<file path="src/rtl/bb_pkg.sv">
`timescale 1ns/1ps
package bb_pkg;
    localparam int ADDR_W = 32;
    localparam int DATA_W = 32;
    localparam int BE_W   = DATA_W / 8;
    localparam int BIT_W  = $clog2(DATA_W);

    typedef struct packed {
        logic              rmw_pend;   // downstream write of a read-modify-write due now
        logic              rd_pend;    // read data due to upstream now
        logic              rd_alias;   // pending read is an alias read
        logic [BIT_W-1:0]  bit_sel;    // bit to pick or merge
        logic              bit_val;    // new bit value for a read-modify-write
        logic [ADDR_W-1:0] rmw_addr;   // target word of the read-modify-write
    } bb_state_t;
endpackage

</file>
<file path="src/rtl/bb_decode.sv">
`timescale 1ns/1ps
module bb_decode
    import bb_pkg::*;
#(
    parameter logic [ADDR_W-1:0] ALIAS_BASE   = 32'h2200_0000,
    parameter logic [ADDR_W-1:0] REGION_BASE  = 32'h2000_0000,
    parameter logic [ADDR_W-1:0] REGION_BYTES = 32'd64
) (
    input  logic [ADDR_W-1:0] addr_i,
    output logic              hit_o,
    output logic [ADDR_W-1:0] tgt_addr_o,
    output logic [BIT_W-1:0]  bit_idx_o
);
    // Each region byte owns 8 alias words of 4 bytes, i.e. 32 alias bytes.
    localparam logic [ADDR_W-1:0] WIN_BYTES = REGION_BYTES << 5;
    localparam int                WSH       = BIT_W + 2;   // alias bytes per target word = 2**WSH

    logic [ADDR_W-1:0] off;

    always_comb begin
        off        = addr_i - ALIAS_BASE;
        hit_o      = (off < WIN_BYTES);
        tgt_addr_o = REGION_BASE + {{(WSH-2){1'b0}}, off[ADDR_W-1:WSH], 2'b00};
        bit_idx_o  = off[WSH-1:2];
    end
endmodule

</file>
<file path="src/rtl/bb_bitop.sv">
`timescale 1ns/1ps
module bb_bitop
    import bb_pkg::*;
(
    input  logic [DATA_W-1:0] word_i,
    input  logic [BIT_W-1:0]  bit_idx_i,
    input  logic              val_i,
    output logic [DATA_W-1:0] merged_o,
    output logic              picked_o
);
    for (genvar i = 0; i < DATA_W; i++) begin : g_bit
        assign merged_o[i] = (bit_idx_i == BIT_W'(i)) ? val_i : word_i[i];
    end

    assign picked_o = word_i[bit_idx_i];
endmodule

</file>
<file path="src/rtl/bb_bridge.sv">
`timescale 1ns/1ps
module bb_bridge
    import bb_pkg::*;
#(
    parameter logic [ADDR_W-1:0] ALIAS_BASE   = 32'h2200_0000,
    parameter logic [ADDR_W-1:0] REGION_BASE  = 32'h2000_0000,
    parameter logic [ADDR_W-1:0] REGION_BYTES = 32'd64
) (
    input  logic              clk_i,
    input  logic              rst_ni,
    input  logic              up_req_i,
    input  logic              up_we_i,
    input  logic [ADDR_W-1:0] up_addr_i,
    input  logic [DATA_W-1:0] up_wdata_i,
    input  logic [BE_W-1:0]   up_be_i,
    output logic              up_ready_o,
    output logic              up_rvalid_o,
    output logic [DATA_W-1:0] up_rdata_o,
    output logic              dn_req_o,
    output logic              dn_we_o,
    output logic [ADDR_W-1:0] dn_addr_o,
    output logic [DATA_W-1:0] dn_wdata_o,
    output logic [BE_W-1:0]   dn_be_o,
    input  logic [DATA_W-1:0] dn_rdata_i
);
    bb_state_t st_d, st_q;

    logic              hit;
    logic [ADDR_W-1:0] tgt_addr;
    logic [BIT_W-1:0]  bit_idx;
    logic [DATA_W-1:0] merged;
    logic              picked;

    bb_decode #(
        .ALIAS_BASE  (ALIAS_BASE),
        .REGION_BASE (REGION_BASE),
        .REGION_BYTES(REGION_BYTES)
    ) u_decode (
        .addr_i    (up_addr_i),
        .hit_o     (hit),
        .tgt_addr_o(tgt_addr),
        .bit_idx_o (bit_idx)
    );

    // One bit unit serves both the merge and the pick: a cycle holds either a
    // read-modify-write completion or a read return, never both.
    bb_bitop u_bitop (
        .word_i   (dn_rdata_i),
        .bit_idx_i(st_q.bit_sel),
        .val_i    (st_q.bit_val),
        .merged_o (merged),
        .picked_o (picked)
    );

    always_comb begin
        st_d          = st_q;
        st_d.rmw_pend = 1'b0;
        st_d.rd_pend  = 1'b0;

        up_ready_o = ~st_q.rmw_pend;
        dn_req_o   = 1'b0;
        dn_we_o    = 1'b0;
        dn_addr_o  = up_addr_i;
        dn_wdata_o = up_wdata_i;
        dn_be_o    = up_be_i;

        if (st_q.rmw_pend) begin
            // second half of the locked pair: write back the merged word
            dn_req_o   = 1'b1;
            dn_we_o    = 1'b1;
            dn_addr_o  = st_q.rmw_addr;
            dn_wdata_o = merged;
            dn_be_o    = '1;
        end else if (up_req_i) begin
            dn_req_o = 1'b1;
            if (hit) begin
                dn_we_o       = 1'b0;
                dn_addr_o     = tgt_addr;
                dn_be_o       = '1;
                st_d.bit_sel  = bit_idx;
                st_d.bit_val  = up_wdata_i[0];
                st_d.rmw_addr = tgt_addr;
                st_d.rmw_pend = up_we_i;
                st_d.rd_pend  = ~up_we_i;
                st_d.rd_alias = 1'b1;
            end else begin
                dn_we_o       = up_we_i;
                st_d.rd_pend  = ~up_we_i;
                st_d.rd_alias = 1'b0;
            end
        end

        up_rvalid_o = st_q.rd_pend;
        up_rdata_o  = st_q.rd_alias ? {{(DATA_W-1){1'b0}}, picked} : dn_rdata_i;
    end

    always_ff @(posedge clk_i or negedge rst_ni) begin
        if (!rst_ni) st_q <= '0;
        else         st_q <= st_d;
    end
endmodule

</file>
<file path="config.mk">
export PLATFORM = sky130hd
export DESIGN_NAME = bb_bridge
export DESIGN_NICKNAME = d
export VERILOG_FILES = /design/src/rtl/bb_pkg.sv /design/src/rtl/bb_decode.sv /design/src/rtl/bb_bitop.sv /design/src/rtl/bb_bridge.sv
export SDC_FILE = /design/constraint.sdc
export NUM_CORES = 1
export LEC_CHECK = 0
export ABC_AREA = 1
export BUFFER_PORTS_ARGS = -buffer_cell sky130_fd_sc_hd__buf_4
export CAP_MARGIN = 10
export CORE_UTILIZATION = 48
export CTS_BUF_LIST = sky130_fd_sc_hd__clkbuf_4 sky130_fd_sc_hd__clkbuf_8
export DETAILED_ROUTE_END_ITERATION = 10
export MAX_ROUTING_LAYER = met4
export PLACE_DENSITY = 0.88
export RECOVER_POWER = 25
export SETUP_SLACK_MARGIN = 0.1
export SLEW_MARGIN = 30
export SYNTH_ARGS = -nofsm -noshare
export SYNTH_HDL_FRONTEND = slang
export SYNTH_SLANG_ARGS = --single-unit
</file>
<file path="constraint.sdc">
create_clock -name clk_i -period 2.39 [get_ports clk_i]
set_input_delay 0.3585 -clock clk_i [delete_from_list [all_inputs] [get_ports clk_i]]
set_output_delay 0.3585 -clock clk_i [all_outputs]
set_load 0.05 [all_outputs]
</file>
== Word-level counts from Yosys, hierarchy flattened ==
Cells that the tools add are included.

* Bits in registers: 41
* Output and inout port bits: 104
* Word-level logic and storage cells: 98
* Input port bits: 104

* Eq/ne operators: 31
* Reduce and logical (&&, ||, !) cells: 3
* Bitwise operators: 2
* Multiplexer cells: 52
* Magnitude comparators: 2
* $add $sub $neg: 2

{| class="wikitable"
|+ Operators by type and width
! operator !! number
|-
| $mux W32 || 5
|-
| $mux W41 || 2
|-
| $eq A5 B5 Y1 const B || 16
|-
| $eq A5 B4 Y1 const B || 8
|-
| $mux W1 || 40
|-
| $mux W38 || 1
|-
| $lt A32 B12 Y1 const B || 1
|-
| $sub A32 B30 Y32 const B || 1
|-
| $add A30 B27 Y31 const A || 1
|-
| $eq A5 B3 Y1 const B || 4
|-
| $mux W4 || 3
|-
| $eq A5 B2 Y1 const B || 2
|-
| $lt A5 B6 Y1 const B || 1
|-
| $bmux W1 S5 || 1
|-
| $eq A5 B1 Y1 const B || 1
|-
| $logic_not A5 Y1 || 1
|-
| $reduce_and A3 Y1 || 1
|-
| $not A1 Y1 || 2
|-
| $reduce_and A2 Y1 || 1
|}

== Logic depth before layout (Yosys ltp) ==
* Depth in word-level cells: 5
* Mapped depth: 12
* Gate-level depth less buffers: 11

== Cells and area by module ==
A second synthesis with hierarchy kept.

* Cells, all modules: 753
* Area, all modules: 4294.1 um^2

{| class="wikitable"
|+ By module, submodules not included
! module !! cells each !! sequential area each (um^2) !! times used !! area each (um^2)
|-
| bb_bridge || 473 || 1026.0 || 1 || 2932.8
|-
| bb_bitop || 204 || 0.0 || 1 || 927.1
|-
| bb_decode || 76 || 0.0 || 1 || 434.2
|}

== Worst setup path before layout ==
Ideal clock, no wire load.

* Path kind: input -> output
* Start: input port up_addr_i[25]
* End: output port dn_addr_o[25]
* Buffers on the path: 0
* Arrival time: 2.222 ns
* Path slack: -0.191 ns
* Cell stages on the path: 9
* Required time: 2.032 ns
* Path through: inv_1 -> ha_1 -> nand3_1 -> nor2_2 -> inv_1 -> nor2_1 -> nand3_2 -> nand2_4 -> o21ai_0

* Word-level cells in the longest chain between the ends: 5
* Elaborated cells between the ends (all ways): 6
* Those cells by class: 2 x add/sub; 1 x order compare; 3 x mux

{| class="wikitable"
|+ RTL lines
! element !! line !! source
|-
| start, declared || bb_bridge.sv:13 || <nowiki>input logic [ADDR_W-1:0] up_addr_i,</nowiki>
|-
| $sub A32 B30 Y32 || bb_decode.sv:21 || <nowiki>off = addr_i - ALIAS_BASE;</nowiki>
|-
| $add A30 B27 Y31 or $lt A32 B12 Y1 (tied branches) || bb_decode.sv:23, bb_decode.sv:22 ||
|-
| $mux W32 || bb_bridge.sv:76 || <nowiki>if (hit) begin</nowiki>
|-
| $mux W32 * || bb_bridge.sv:74 || <nowiki>end else if (up_req_i) begin</nowiki>
|-
| $mux W32 * || bb_bridge.sv:67 || <nowiki>if (st_q.rmw_pend) begin</nowiki>
|-
| end, declared || bb_bridge.sv:21 || <nowiki>output logic [ADDR_W-1:0] dn_addr_o,</nowiki>
|}

Every way passes the cells marked *; elsewhere a longest branch is shown, timed or not.

== Worst setup path after layout ==
* Start: input port up_addr_i[25]
* End: output port dn_be_o[2]

* Word-level cells in the longest chain between the ends: 5

{| class="wikitable"
|+ RTL lines
! element !! line !! source
|-
| $sub A32 B30 Y32 || bb_decode.sv:21 ||
|-
| $lt A32 B12 Y1 || bb_decode.sv:22 || <nowiki>hit_o = (off < WIN_BYTES);</nowiki>
|-
| $mux W4 || bb_bridge.sv:76 ||
|-
| $mux W4 || bb_bridge.sv:74 ||
|-
| $mux W4 || bb_bridge.sv:67 ||
|-
| end, declared || bb_bridge.sv:23 || <nowiki>output logic [BE_W-1:0] dn_be_o,</nowiki>
|}

Every way passes these cells.

==> results_dict.tcl <==
set metrics [dict create \
    status "complete, but fails checks" \
    violations "max-capacitance violations, max-slew violations" \
    synth_compound_gate_area_share_pct 13.8 \
    clock_sinks 35 \
    synthFlopType "dfrtp_1" \
    setup_violations 0 \
    dr_total_vias 4666 \
    seqPwrFrac_pct 33.4 \
    regArea_um2 882 \
    dp_cells 861 \
    hold_end "up_rvalid_o$_DFF_PN0_" \
    num_io_pins 208 \
    rsz0062_at_grt "true" \
    syn-instance-count 597 \
    fmax_mhz 439 \
    timing.critical_path.from_type "primary input" \
    die_x_um 85.6 \
    muxShareOfSynthArea_pct 0 \
    post-route-min-period_ps 2280 \
    netlist_area_um2 3360 \
    clkTransAtPathRegs_ps 70 \
    tightest_slew_ps 1860 \
    layout_common_cells "nand2_1, buf_4, inv_1, nor2_1, o21ai_0" \
    wl_um 12900 \
    drt_iter0_markers 340 \
    post-place-ws_ps 40.8 \
    synth-seq-cells 35 \
    antenna_cells 0 \
    numCtsBuffers 5 \
    core-area_um2 6760 \
    end_kind "primary output" \
    place_congestion 0.870 \
    synth_edf_count 0 \
    start_util_pct 49.7 \
    fin_crit_sh_pct 95.4 \
    layout_commonest_cell "nand2_1" \
    synthAdderAreaFrac_pct 0.373 \
    syn_avg_cell_area_um2 5.62 \
    hold_viol 0 \
    synth-xor-area-share_pct 0.485 \
    yosys.area_share.simple_pct 44.1 \
    path_class "primary input to primary output" \
    path_max_fanout 6 \
    ys.warnings.count 0 \
    wl_per_cell_um 14.5 \
    grt_pass1_wl_um 19900 \
    fp-row-count 30 \
    max_slew_margin_pct -23.9 \
    synth_top_family_by_area "simple AND/OR/NAND/NOR gates" \
    ant_nets 0 \
    finalNonFillerCells 884 \
    vdd_drop_max_mv 0.332 \
    reg2reg_from "st_q[40]$_DFF_PN0_" \
    internal_power_mw 1.06 \
    drive_above_1_share_pct 35.2 \
    hold_depth 2 \
    synth.distinct_cells 27 \
    reg2regPathDepth 4 \
    grt_busiest_layer "met2" \
    synthArstFlopShare_pct 100 \
    dr.pass1.iters 5 \
    grt_util_met1_pct 38.9 \
    power.switching_mw 0.717 \
    p_clk_share_pct 23.1 \
    cts_tree "yes" \
    max_stage_delay_ps 250 \
    slowest_stage "ha_4" \
    final_net_count 908 \
    fill_cells 543 \
    overflow 0 \
    die_h_um 85.6 \
    cp.buffers_inverters 4 \
    ff2ff_setup_slack_ps 900 \
    r2r_end "st_q[36]$_DFFE_PN0P_" \
    grtUsageMet3_pct 5.29 \
    critPathRequiredTime_ps 2030 \
    clk_latency_ps 280 \
    grt_pass1_vias 4307 \
    hpwlAfterDp_um 9450 \
    crit_family "simple AND/OR/NAND/NOR gates" \
    drc 0 \
    multi_input_area_um2 2080 \
    cts-root-buf "clkbuf_8" \
    slew_viol_final 36 \
    gr-usage-met2_pct 60.0 \
    antenna_found_initial 0 \
    switching_share_pct 40.4 \
    grtUsageTotal_pct 34.3 \
    holdCritPathClass "primary input to flop" \
    crit_arrival_ps 1920 \
    dieArea_um2 7330 \
    setup_slack_ps 110 \
    syn_nets 702 \
    final_util_pct 77.1 \
    crit_path_cell_trace "buf_4 -> inv_2 -> ha_4 -> nand3_1 -> nor2_2 -> inv_2 -> nor2_4 -> nand3_4 -> nand2_4 -> or2_1 -> buf_4" \
    grt_max_degree 53 \
    ys_seq_area_share_pct 26.1 \
    final.setup.tns_ps 0 \
    portBuffers 207 \
    power_frac_comb_pct 43.5 \
    skew_ps 9.19 \
    routed_via_density 5.28 \
    max_cap_viol_count 1 \
    clk_path_buf_depth 2 \
    htreeDepth 2 \
    synthToLayoutAreaGrowth_pct 55.2 \
    powerDensity_nw_per_um2 341 \
    hold_start "up_we_i" \
    p_leak_nw 3.13 \
]
-- kinds of logic after synthesis --
kind of cell    after synthesis
fa+ha+maj                     1
flops                        35
xor+xnor                      1
simple gates                359
compound gates               78
buf+inv                     123
-- final cells by class --
cell class	instances	area share, %
Clock buffer	5	1.32
Clock inverter	3	0.288
Inverter	90	6.63
Multi-Input combinational cell	441	39.9
Sequential cell	35	16.9
Tap cell	80	1.92
Timing Repair Buffer	227	32.6
Timing Repair inverter	3	0.384
-- worst max path at each step --
stage / startpoint / cells after the start / slack [ps] / to
floorplan: up_addr_i[25] / 9 / -190 / dn_addr_o[25]
global placement: up_addr_i[25] / 13 / 190 / dn_be_o[3]
detailed placement: up_addr_i[25] / 13 / 40 / dn_be_o[2]
CTS: st_q[33]$_DFFE_PN0P_ / 7 / 70 / dn_wdata_o[1]
global route: st_q[33]$_DFFE_PN0P_ / 13 / 20 / up_rdata_o[0]
finish: up_addr_i[25] / 11 / 110 / dn_be_o[2]
-- cell usage after synthesis (all sizes together) (4+ instances only) --
cell	n	share of area (%)
nand2	239	27
inv	90	10
nor2	76	8.9
o21ai	44	7.2
dfrtp	35	26
nand3	21	4.0
a21oi	18	2.7
clkbuf	17	1.9
buf	16	3.2
nor3	14	2.1
o211ai	8	1.8
o311ai	8	2.1
nand4	5	0.93
or2	4	0.75
-- repair_timing --
action | CTS | global route
hold buffers | 0 | 0
buffers inserted | 0 | 10
gates cloned | 2 | 3
endpoints found under the setup margin | 26 | 44
pin swaps | 1 | 6
resized for setup | 12 | 32
-- per-layer routing --
metal  wire (µm)  part of all wire (%)
met2        6510                    51
met1        4910                    38
met4         359                   2.8
met3        1080                   8.4
met5           0                     0
-- stage by stage --
stage               hold WS [ps]  instance area (µm²)  total power, mW
finish                       280                 5210             1.78
global route                 272                 5210             1.84
CTS                         31.2                 5060             1.78
detailed placement           337                 4930             1.37
global placement             328                 4930             1.36
floorplan                   62.9                 3360             1.05
-- registers in the layout, indices dropped and copies added, names as in the netlist --
name / flops
up_rvalid_o: 1
st_q: 34
-- power groups by stage --
stage | Combinational, mW | Clock, mW | Sequential, mW
floorplan | 0.437 | 0 | 0.608
global placement | 0.756 | 0 | 0.604
detailed placement | 0.767 | 0 | 0.605
CTS | 0.771 | 0.414 | 0.593
global route | 0.811 | 0.437 | 0.593
finish | 0.773 | 0.410 | 0.593
No activity file was read; power rests on OpenSTA's default activity.
